**src/rtl/irqc_pkg.sv**
```systemverilog
package irqc_pkg;
    typedef enum logic [1:0] {
        ST_IDLE = 2'd0,
        ST_REQ  = 2'd1,
        ST_GAP  = 2'd2
    } irqc_state_e;
endpackage

```
**src/rtl/irqc_flags.sv**
```systemverilog
module irqc_flags #(
    parameter int NSRC = 8
) (
    input  logic            clk,
    input  logic            rst_n,
    input  logic [NSRC-1:0] evt_i,
    input  logic [NSRC-1:0] clr_i,
    input  logic [NSRC-1:0] hw_clr_i,
    output logic [NSRC-1:0] flag_o
);
    logic [NSRC-1:0] flag_q;

    for (genvar g = 0; g < NSRC; g++) begin : g_flag
        always_ff @(posedge clk or negedge rst_n) begin
            if (!rst_n)
                flag_q[g] <= 1'b0;
            else if (evt_i[g])
                flag_q[g] <= 1'b1;
            else if (clr_i[g] || hw_clr_i[g])
                flag_q[g] <= 1'b0;
        end
    end

    assign flag_o = flag_q;


    evt_sets_chk: assert property (@(posedge clk) disable iff (!rst_n)
        (|evt_i) |=> ((flag_q & $past(evt_i)) == $past(evt_i)));


    flag_holds_chk: assert property (@(posedge clk) disable iff (!rst_n)
        (|(flag_q & ~clr_i & ~hw_clr_i)) |=>
        ((flag_q & $past(flag_q & ~clr_i & ~hw_clr_i)) == $past(flag_q & ~clr_i & ~hw_clr_i)));


    hw_clr_single_chk: assert property (@(posedge clk) disable iff (!rst_n)
        $onehot0(hw_clr_i));
endmodule

```
**src/rtl/irqc_prio.sv**
```systemverilog
module irqc_prio #(
    parameter int NSRC  = 8,
    parameter int IDX_W = 3
) (
    input  logic [NSRC-1:0]  pend_i,
    output logic             valid_o,
    output logic [IDX_W-1:0] idx_o
);
    always_comb begin
        valid_o = 1'b0;
        idx_o   = '0;
        for (int i = NSRC - 1; i >= 0; i--) begin
            if (pend_i[i]) begin
                valid_o = 1'b1;
                idx_o   = IDX_W'(i);
            end
        end
    end
endmodule

```
**src/rtl/irqc_gie.sv**
```systemverilog
module irqc_gie (
    input  logic clk,
    input  logic rst_n,
    input  logic accept_i,
    input  logic reti_i,
    input  logic sw_set_i,
    input  logic sw_clr_i,
    output logic gie_o
);
    logic gie_q;

    always_ff @(posedge clk or negedge rst_n) begin
        if (!rst_n)
            gie_q <= 1'b0;
        else if (accept_i)
            gie_q <= 1'b0;
        else if (reti_i || sw_set_i)
            gie_q <= 1'b1;
        else if (sw_clr_i)
            gie_q <= 1'b0;
    end

    assign gie_o = gie_q;


    accept_clears_chk: assert property (@(posedge clk) disable iff (!rst_n)
        accept_i |=> !gie_q);


    reti_sets_chk: assert property (@(posedge clk) disable iff (!rst_n)
        (reti_i && !accept_i) |=> gie_q);
endmodule

```
**src/rtl/irqc_top.sv**
```systemverilog
module irqc_top
    import irqc_pkg::*;
#(
    parameter int NSRC      = 8,
    parameter int ADDR_W    = 16,
    parameter int VEC_SIZE  = 2,
    parameter int BOOT_BASE = 16'h1C00
) (
    input  logic              clk,
    input  logic              rst_n,
    input  logic [NSRC-1:0]   evt_i,
    input  logic [NSRC-1:0]   flag_clr_i,
    input  logic [NSRC-1:0]   src_en_i,
    input  logic              gie_set_i,
    input  logic              gie_clr_i,
    input  logic              vsel_i,
    input  logic              reti_i,
    input  logic              instr_done_i,
    input  logic              irq_ack_i,
    output logic              irq_req_o,
    output logic [ADDR_W-1:0] irq_vec_o,
    output logic [NSRC-1:0]   flags_o,
    output logic              gie_o
);
    localparam int IDX_W = (NSRC > 1) ? $clog2(NSRC) : 1;

    irqc_state_e      state_q, state_d;
    logic [IDX_W-1:0] win_idx_q, win_idx_d;
    logic [IDX_W-1:0] pick_idx;
    logic             pick_valid;
    logic [NSRC-1:0]  flag;
    logic [NSRC-1:0]  hw_clr;
    logic             gie;
    logic             still_q;
    logic             accept;
    logic [ADDR_W-1:0] base;
    logic [ADDR_W-1:0] slot;

    irqc_flags #(.NSRC(NSRC)) u_flags (
        .clk      (clk),
        .rst_n    (rst_n),
        .evt_i    (evt_i),
        .clr_i    (flag_clr_i),
        .hw_clr_i (hw_clr),
        .flag_o   (flag)
    );

    irqc_prio #(.NSRC(NSRC), .IDX_W(IDX_W)) u_prio (
        .pend_i  (flag & src_en_i),
        .valid_o (pick_valid),
        .idx_o   (pick_idx)
    );

    irqc_gie u_gie (
        .clk      (clk),
        .rst_n    (rst_n),
        .accept_i (accept),
        .reti_i   (reti_i),
        .sw_set_i (gie_set_i),
        .sw_clr_i (gie_clr_i),
        .gie_o    (gie)
    );

    assign still_q = gie && flag[win_idx_q] && src_en_i[win_idx_q];

    // State register
    always_ff @(posedge clk or negedge rst_n) begin
        if (!rst_n) begin
            state_q   <= ST_IDLE;
            win_idx_q <= '0;
        end else begin
            state_q   <= state_d;
            win_idx_q <= win_idx_d;
        end
    end

    // Next state
    always_comb begin
        state_d   = state_q;
        win_idx_d = win_idx_q;
        unique case (state_q)
            ST_IDLE: begin
                if (reti_i)
                    state_d = ST_GAP;
                else if (gie && pick_valid) begin
                    state_d   = ST_REQ;
                    win_idx_d = pick_idx;
                end
            end
            ST_REQ: begin
                if (reti_i)
                    state_d = ST_GAP;
                else if (!still_q || irq_ack_i)
                    state_d = ST_IDLE;
            end
            ST_GAP: begin
                if (!reti_i && instr_done_i)
                    state_d = ST_IDLE;
            end
            default: state_d = ST_IDLE;
        endcase
    end

    // Outputs
    always_comb begin
        irq_req_o = (state_q == ST_REQ) && still_q && !reti_i;
        accept    = irq_req_o && irq_ack_i;
        hw_clr    = accept ? (NSRC'(1) << win_idx_q) : '0;
        base      = vsel_i ? ADDR_W'(BOOT_BASE) : '0;
        slot      = ADDR_W'(win_idx_q) + ADDR_W'(1);
        irq_vec_o = base + slot * ADDR_W'(VEC_SIZE);
    end

    assign flags_o = flag;
    assign gie_o   = gie;


    req_qualified_chk: assert property (@(posedge clk) disable iff (!rst_n)
        irq_req_o |-> (gie_o && ((flags_o & src_en_i) != '0)));


    no_req_after_reti_chk: assert property (@(posedge clk) disable iff (!rst_n)
        reti_i |=> !irq_req_o);


    vec_hold_chk: assert property (@(posedge clk) disable iff (!rst_n)
        (irq_req_o && !irq_ack_i && !reti_i) |=> (!irq_req_o || $stable(win_idx_q)));


    served_flag_clear_chk: assert property (@(posedge clk) disable iff (!rst_n)
        (accept && !evt_i[win_idx_q]) |=> !flags_o[$past(win_idx_q)]);
endmodule

```
**config.mk**
```make
export PLATFORM = sky130hd
export DESIGN_NAME = irqc_top
export DESIGN_NICKNAME = d
export VERILOG_FILES = /design/src/rtl/irqc_pkg.sv /design/src/rtl/irqc_flags.sv /design/src/rtl/irqc_prio.sv /design/src/rtl/irqc_gie.sv /design/src/rtl/irqc_top.sv
export SDC_FILE = /design/constraint.sdc
export NUM_CORES = 1
export LEC_CHECK = 0
export BUFFER_PORTS_ARGS = -buffer_cell sky130_fd_sc_hd__buf_2
export CORE_MARGIN = 3
export CORE_UTILIZATION = 43
export DETAILED_ROUTE_END_ITERATION = 10
export PLACE_DENSITY = 0.82
export SYNTH_ARGS = -nofsm -noshare
export SYNTH_HDL_FRONTEND = slang
export SYNTH_SLANG_ARGS = --single-unit
```
**constraint.sdc**
```tcl
create_clock -name clk -period 1.85 [get_ports clk]
set_input_delay 0.2775 -clock clk [delete_from_list [all_inputs] [get_ports clk]]
set_output_delay 0.2775 -clock clk [all_outputs]
set_load 0.02 [all_outputs]
```
# Word-level counts from Yosys, hierarchy flattened
# Cells that the tools add are included.
# Widths: inputs -> output; s select.
dict set report word_totals {
  ff_bits 14
  inputBits 32
  wordCells 100
  out_inout_bits 26
}
dict set report classes {
  n_lt_le_gt_ge 1
  add_sub_neg 2
  bitwise 2
  n_eq_ne 5
  shifts 1
  mux 47
  n_reduce_logical 31
}
# op n
set op_table {}
lappend op_table {{$mux 1} 29}
lappend op_table {{$mux 3} 8}
lappend op_table {{$reduce_bool 2->1} 8}
lappend op_table {{$add 13x5->14} 1}
lappend op_table {{$mux 13} 1}
lappend op_table {{$logic_or 1x1->1} 10}
lappend op_table {{$mux 2} 5}
lappend op_table {{$and 8x8->8} 1}
lappend op_table {{$mux 8} 1}
lappend op_table {{$shl 1x3->8 const A} 1}
lappend op_table {{$logic_and 1x1->1} 7}
lappend op_table {{$bmux 1 s3} 2}
lappend op_table {{$ne 3x3->1 const B} 2}
lappend op_table {{$pmux 2 s3} 1}
lappend op_table {{$reduce_and 3->1} 2}
lappend op_table {{$add 3x1->4 const B} 1}
lappend op_table {{$lt 3x4->1 const B} 1}
lappend op_table {{$reduce_bool 3->1} 1}
lappend op_table {{$eq 2x1->1 const B} 1}
lappend op_table {{$eq 2x2->1 const B} 1}
lappend op_table {{$logic_not 1->1} 2}
lappend op_table {{$logic_not 2->1} 1}
lappend op_table {{$ne 2x2->1 const B} 1}
lappend op_table {{$not 1->1} 1}

# Depth between registers and ports, before layout
# Gate-level depths: netlist (run 1).
dict set report depth {
  ltp_word 13
  depth_mapped 4
  depth_no_buf 4
}

# Hierarchy
# From an unflattened synthesis (run 1), not the netlist that was laid out.
dict set report unflattened {
  cells_unflattened 112
  hier_area_um2 998.5
}
# module cells_each area_per_inst_um2 n_inst seq_area_each_um2
set by_module_without_submodules {}
lappend by_module_without_submodules {irqc_top 71 588.1 1 125.1}
lappend by_module_without_submodules {irqc_flags 24 290.3 1 200.2}
lappend by_module_without_submodules {irqc_prio 13 80.1 1 0.0}
lappend by_module_without_submodules {irqc_gie 4 40.0 1 25.0}

# Worst setup path before layout (run 1)
# No wires, ideal clock.
dict set report synth_path {
  path_type {register to output}
  from {register win_idx_q[0]}
  to {output irq_req_o}
  path_buffers 0
  path_stages_with_launch 5
  required_time_ps 1572
  slack_ps -224
  t_arrival_ps 1796
  path_cell_list {dfrtp_1 -> inv_1 -> mux4_2 -> mux2_2 -> nor2_1}
}
dict set report synth_via {
  elab_chain_len 6
  elab_cells_between_ends 8
  cone_classes {mux (4); reduce/logical (4)}
}
# element line_no
set synth_lines {}
lappend synth_lines {{from (decl)} irqc_top.sv:28} ;# logic [IDX_W-1:0] win_idx_q, win_idx_d;
lappend synth_lines {{from (signal assigned)} irqc_top.sv:73} ;# win_idx_q <= win_idx_d;
lappend synth_lines {{$bmux 1 s3} irqc_top.sv:64} ;# assign still_q = gie && flag[win_idx_q] && src_en_i[win_idx_q];
lappend synth_lines {{$mux 1 (not written as such)} irqc_top.sv:64}
lappend synth_lines {{$logic_and 1x1->1} irqc_top.sv:64}
lappend synth_lines {{$logic_and 1x1->1 *} irqc_top.sv:64}
lappend synth_lines {{$logic_and 1x1->1 * (2 in a row)} irqc_top.sv:106} ;# irq_req_o = (state_q == ST_REQ) && still_q && !reti_i;
lappend synth_lines {{to (decl)} irqc_top.sv:20} ;# output logic irq_req_o,
# Mark *: on every way between the ends. The rest lies on a longest branch, timed or not. The select of a mux whose other input is x is not followed.

# Worst setup path after layout (run 1)
# Ends and elaborated chain as after synthesis.

==> results by group, run 1 <==
Critical path
  • Crit path max fanout: 2
  • Critical Path Source Type: flop
  • Setup crit end kind: output port
  • Crit path kind: flop to output port
  • Critical Path RT: between 1.5 and 2 ns
  • Crit path DAT: ~1.8 ns

Drt
  • Vias: between 1,000 and 1,500
  • Initial DRC count: 43
  • DRC Markers: 0
  • Wl on met1: 1.12 mm
  • Met3 wire len: 279 um
  • First-pass DRT Iterations: 4
  • Post-DR wirelength/cell: 15.0 um
  • Drt total wl: just over 3 mm
  • Met2 WL: approximately 1.6 mm
  • Top routing layer in use: met4
  • Vias/cell: between 5 and 6
  • Post-DRT Antenna Nets: 0

Clocking
  • Total clock sinks: 14
  • Cts bufs inserted: 3
  • Clk slew on worst S/H paths: 0.09 ns
  • Max clock buf depth: 2
  • CTS tree: built
  • Clock Latency Late Sink: 0.28 ns
  • H-tree depth: 1
  • Root buf cell: clkbuf_4

Timing
  • Max Slew Vio Count: 0
  • Final worst slack: -0.220 ns
  • Least-Margin Pin Slew: ~0.52 ns
  • Minimum clock period: 2.07 ns
  • Min Hold Slack: 0.225 ns
  • Slew headroom: 65.5%
  • RSZ-0062 raised after global routing: true
  • Maximum clock frequency: 0.483 GHz
  • Hold Vio Cnt, Final: 0
  • Period utilization: 112%
  • Final-report setup violation count: 1
  • Clock Skew: 0.00803 ns

Floorplanning
  • Die Ht: 54.5 um
  • Die area: 2970 um2
  • Top-level I/O count: 58
  • Initial Utilization: 48.6%
  • Placeable core area: ~2100 um2
  • Cell Rows: 16
  • Die W: 54.5 um

Yosys
  • Number of synthesis warnings: 0
  • Post-synthesis mux area share: 7.05%
  • Cell with the most instances after synthesis: inv_1
  • Top post-synthesis cells by area: dfrtp_1 35%, buf_4 8.9%, inv_1 8.2%
  • Simple-gate portion of the synthesized area: 13.0%
  • Largest area contributor in the netlist: dfrtp_1
  • Combinational family with the most area after synthesis: compound AO/OA/AOI/OAI gates
  • Post-Syn Instances: about 110
  • Post-synth top cells: 22 x inv_1, 14 x dfrtp_1, 12 x a21oi_1, 12 x buf_4, 9 x nand2_1
  • Asr flop ratio synth: between 90% and 100%
  • Netlist cell types: 28
  • Mapped Area: 1010 um2
  • Synth Area in XOR/XNOR: 0%
  • Post-synth top flop: dfrtp_1
  • Compound-gate portion of the synthesized area: 20.0%
  • EDFF count, synth: 0
  • FF+latch count, synth: 14
  • Adder and majority cell fraction of the synthesized area: 7.43%
  • Syn avg cell area: 8.87 um2
  • Synth top area share: 34.7%
  • Seq/Total Area, Yosys: about a third

Placement
  • Final HPWL DP: around 2.3 mm
  • Setup Slack @ Placement: between 0.003 and 0.004 ns
  • IO Port Bufs: 44
  • Placer Congestion: ~0.95
  • Placed cell count: 195

GRT
  • Initial antenna violation count: 0
  • First-pass GRT wire length: 4.51 mm
  • Largest net degree at the start of global routing: 15
  • Global route overflow: 0
  • Vias in the first global route: 1,025
  • GRT Resource Usage Total: 22.0%

Outcome
  • Status: finished, violations left
  • Failing checks: negative setup slack

Pwr
  • Leak: 0.758 nW
  • Maximum VDD drop: approximately 0.00052 V
  • PD cells: 872 nW/um2
  • Total Power: about 1.3 mW

Finish
  • Layout area overhead: 43.6%
  • Layout cells sized above 1: 47.7%
  • ANT cells: 0
  • NumNets Final: 215
  • Post-route insts no fill: 203

Hold path
  • Type of the most critical hold path: input port to flop

Job
  • Max-cap violations: 0
registers in the layout (all words and copies together) (netlist names):
signal	cells
win_idx_q	3
u_flags.flag_o	8
u_gie.gie_o	1
state_q	2
logic make-up (layout without fill, tap and decap cells):
kind of cell / count (synthesis) / count (layout)
compound gates: 30 / 30
fa+ha+maj: 6 / 6
buf+inv: 35 / 89
flops: 14 / 14
mux: 4 / 4
other cells: 1 / 9
simple gates: 24 / 24
final cells by class:
type / instances / area [um2]
clock buffers: 4 / 36.3
fillers: 166 / 631
inverters: 23 / 86.3
multi-input cells: 73 / 574
flip-flops and latches: 14 / 350
well taps: 27 / 33.8
repair buffers: 62 / 370
where the power goes:
part | total, mW | switching (mW) | leakage [nW] | internal, mW
registers | 0.379 | 0.0327 | 0.156 | 0.347
clock network | 0.224 | 0.105 | 0.0210 | 0.120
logic | 0.662 | 0.357 | 0.581 | 0.306
critical path, stage by stage (launching register included):
cell     delay [ns]
dfrtp_1        0.40
inv_2          0.08
mux4_2         0.51
mux2_4         0.30
nor2_4         0.10
buf_6          0.12
routing by layer:
layer,global-route usage [%],vias up
li1,-,502
met1,24.2,500
met2,37.8,59
met3,4.90,8
met4,14.1,0
met5,0,-
metrics by stage:
stage	area [um2]	TNS [ns]	util [%]
3_5_place_dp	1320	0	63.3
2_1_floorplan	1050	0	-
6_report	1450	-0.220	69.7
5_1_grt	1450	-0.285	69.7
3_3_place_gp	1320	0	63.3
4_1_cts	1420	-0.216	68.2
worst paths after layout:
kind	to	slack (ns)	from	cells past startpoint
max in group asynchronous	state_q[1]$_DFFE_PN0P_	1.18	rst_n	2
setup reg to reg	win_idx_q[0]$_DFFE_PN0P_	0.06	u_flags.flag_o[2]$_DFFE_PN0P_	5
hold reg to reg	state_q[1]$_DFFE_PN0P_	0.49	state_q[0]$_DFFE_PN0P_	1
setup / recovery	irq_req_o	-0.22	win_idx_q[0]$_DFFE_PN0P_	5
hold / removal	state_q[0]$_DFFE_PN0P_	0.22	irq_ack_i	2
min in group asynchronous	u_flags.flag_o[2]$_DFFE_PN0P_	0.41	rst_n	2
cell usage in the layout, fill, tap and decap left out:
cell,instances
o221ai_1,1
buf_4,17
ha_4,2
nor4bb_2,1
a311oi_1,2
mux2_4,1
a21oi_1,12
inv_1,21
nor4b_1,2
mux2_2,1
o31ai_2,1
a22oi_2,1
nand2_1,6
inv_2,2
nand2_2,4
o31ai_4,1
dfrtp_1,14
a211oi_1,1
nor2_4,1
mux4_2,2
and2_2,1
nor3_1,2
clkbuf_8,1
clkbuf_4,3
buf_6,2
a31oi_1,7
buf_2,42
a22o_1,1
nand3_1,4
ha_1,4
a21o_1,1
nor4b_2,1
conb_1,9
nor2_1,2
a32oi_1,1
dlygate4sd3_1,1
a22oi_1,1
repair_timing:
item | in CTS | in global routing
pin swaps | 0 | 1
cloned | 0 | 0
buffers inserted | 3 | 3
endpoints found under the setup margin | 2 | 8
gates resized for setup | 8 | 7
hold endpoints to repair | 14 | 0
hold buffers | 1 | 0
(Power assumes the default switching activity.)
==> inputs of run 2 (changes only) <==
PLACE_DENSITY = 0.79   (was 0.82)
SETUP_SLACK_MARGIN = 0.2   (was default)
==> results by group, run 2 (same netlist as run 1, synthesis figures left out) <==
Outcome
  • Status: finished, violations left
  • Failing checks: negative setup slack

GRT
  • First-pass GRT wire length: 4.62 mm (+2.6%)
  • Met1 usage in global routing: 24.7% (+0.55 points)
  • Gr busiest metal: met2
  • GRT Resource Usage Total: 22.4% (+0.42 points)
  • GR met3 Demand/Resource: 5.99% (+1.1 points)
  • Initial antenna violation count: 0 (unchanged)
  • Global route overflow: 0 (unchanged)
  • Largest net degree at the start of global routing: 15 (unchanged)
  • Vias in the first global route: 1,042 (+1.7%)
  • M2 GR Usage: 41.4% (+3.6 points)

Timing
  • Minimum clock period: 2.08 ns (+0.0137 ns)
  • Maximum clock frequency: 0.480 GHz (-0.66%)
  • RSZ-0062 raised after global routing: true
  • Final-report setup violation count: 3 (+2)
  • Max Slew Vio Count: 0 (unchanged)
  • Clock Skew: 0.00985 ns (+0.00182 ns)
  • Final TNS setup: -0.326 ns (-0.107 ns)
  • Hold Vio Cnt, Final: 0 (unchanged)
  • Period utilization: 113% (+0.74 points)
  • Final worst slack: -0.233 ns (-0.0137 ns)

Clocking
  • Max clock buf depth: 2 (unchanged)
  • H-tree depth: 1 (unchanged)
  • Clock Latency Late Sink: 0.29 ns (about the same)
  • Cts bufs inserted: 3 (unchanged)
  • CTS tree: built
  • Total clock sinks: 14 (unchanged)
  • Root buf cell: clkbuf_4
  • Clk slew on worst S/H paths: 0.09 ns (about the same)

Finish
  • ANT cells: 0 (unchanged)
  • NumNets Final: 222 (+3.3%)
  • Max FFs per register: 8 (unchanged)
  • Layout area overhead: 58.3%
  • Post-route insts no fill: 210 (+3.4%)
  • Commonest cells after routing, fill and taps aside: 41 x buf_2, 20 x inv_1, 19 x buf_4
  • Layout cells sized above 1: 53.0% (+5.3 points)
  • Most common cell after layout, fill and taps aside: buf_2
  • Design Area, Final: 1600 um2 (+10%)

Floorplanning
  • Die W: 54.5 um (unchanged)
  • Cell Rows: 16 (unchanged)
  • Placeable core area: 2080 um2 (unchanged)
  • Die area: 2970 um2 (unchanged)
  • Die Ht: 54.5 um (unchanged)
  • Top-level I/O count: 58 (unchanged)
  • Initial Utilization: 48.6% (unchanged)

Drt
  • Post-DR wirelength/cell: 14.5 um (-3.7%)
  • Vias: 1,099 (+2.8%)
  • DRC Markers: 0 (unchanged)
  • Post-DRT Antenna Nets: 0 (unchanged)
  • First-pass DRT Iterations: 4 (unchanged)
  • Drt total wl: 3.04 mm (-0.36%)
  • Vias/cell: 5.23 (-0.62%)
  • Initial DRC count: 21 (-51%)

Critical path
  • R2r startpoint: win_idx_q[1]$_DFFE_PN0P_
  • CP max stage delay: 0.52 ns (about the same)
  • Critical path origin: win_idx_q[1]$_DFFE_PN0P_
  • Setup crit end kind: output port
  • Worst reg2reg setup slack: -0.06 ns (-0.12 ns)
  • R2r endpoint: state_q[0]$_DFFE_PN0P_
  • Critical Path RT: 1.57 ns (about the same)
  • Worst setup path end: irq_req_o
  • Critical-path cell list: inv_2 > mux4_2 > mux2_4 > nor2_4 > buf_6
  • Crit path DAT: 1.81 ns (+0.02 ns)
  • Crit path kind: flop to output port
  • Critical Path Source Type: flop
  • Crit path max fanout: 2 (unchanged)
  • Slowest cell on crit path: mux4_2
  • R2R depth: 6 (+1)

Pwr
  • Leak: 0.818 nW (+7.9%)
  • PD cells: 905 nW/um2 (+3.8%)
  • Total Power: 1.45 mW (+14%)
  • Maximum VDD drop: 0.000813 V (+56%)

Job
  • Max-cap violations: 0 (unchanged)

Placement
  • IO Port Bufs: 44 (unchanged)
  • Placed cell count: 197 (+1.0%)
  • Placed Instance Area: 1350 um2 (+2.2%)
  • Final HPWL DP: 2.25 mm (-3.1%)
  • Placer Congestion: 0.929 (-2.4%)

Hold path
  • Type of the most critical hold path: input port to flop
## run 2: how the worst min path moves through the flow
| stage | from | cells after the start | slack (ns) | endpoint |
|---|---|---|---|---|
| after floorplan | rst_n | 0 | -0.02 | state_q[0]$_DFFE_PN0P_ |
| after global placement | rst_n | 1 | 0.19 | u_flags.flag_o[6]$_DFFE_PN0P_ |
| after detailed placement | rst_n | 1 | 0.20 | u_flags.flag_o[6]$_DFFE_PN0P_ |
| after CTS | irq_ack_i | 2 | 0.20 | state_q[0]$_DFFE_PN0P_ |
| after global routing | irq_ack_i | 2 | 0.21 | state_q[0]$_DFFE_PN0P_ |
| final | irq_ack_i | 2 | 0.23 | state_q[0]$_DFFE_PN0P_ |
## run 2: layout make-up
type	instances	area, um2
well taps	27	33.8
multi-input cells	73	641
clock buffers	4	36.3
repair buffers	69	448
flip-flops and latches	14	353
inverters	23	88.8
fillers	150	482
## run 2: routing by layer
metal	up-vias	share of wire, %
li1	516	-
met1	521	38
met2	55	54
met3	7	7.5
met4	0	0.82
met5	-	0
## run 2: what timing repair did
action	4_1_cts	5_1_grt
gates resized for setup	13	16
gates cloned	0	0
buffers inserted	2	6
setup endpoints to repair	4	14
endpoints found under the hold margin	14	0
hold buffers	1	0
pin swaps	1	3
## run 2: per-stage QoR
| step | utilization (%) | setup WS, ns | hold WS (ns) |
|---|---|---|---|
| 2_1_floorplan | - | 0.0436 | -0.0181 |
| 3_3_place_gp | 64.7 | 0.0444 | 0.193 |
| 3_5_place_dp | 64.7 | -0.000679 | 0.198 |
| 4_1_cts | 70.0 | -0.218 | 0.202 |
| 5_1_grt | 76.9 | -0.276 | 0.214 |
| 6_report | 76.9 | -0.233 | 0.228 |
## run 2: where the power goes
group	internal, mW	leakage [nW]	switching (mW)
sequential	0.347	0.154	0.0405
combinational	0.427	0.643	0.407
clock	0.120	0.0210	0.107
## run 2: worst max-delay path: cells and delay by family (launching register included)
family        cells  cell delay, ns
flops             1            0.41
simple gates      1            0.08
mux               2            0.83
buf+inv           2            0.19
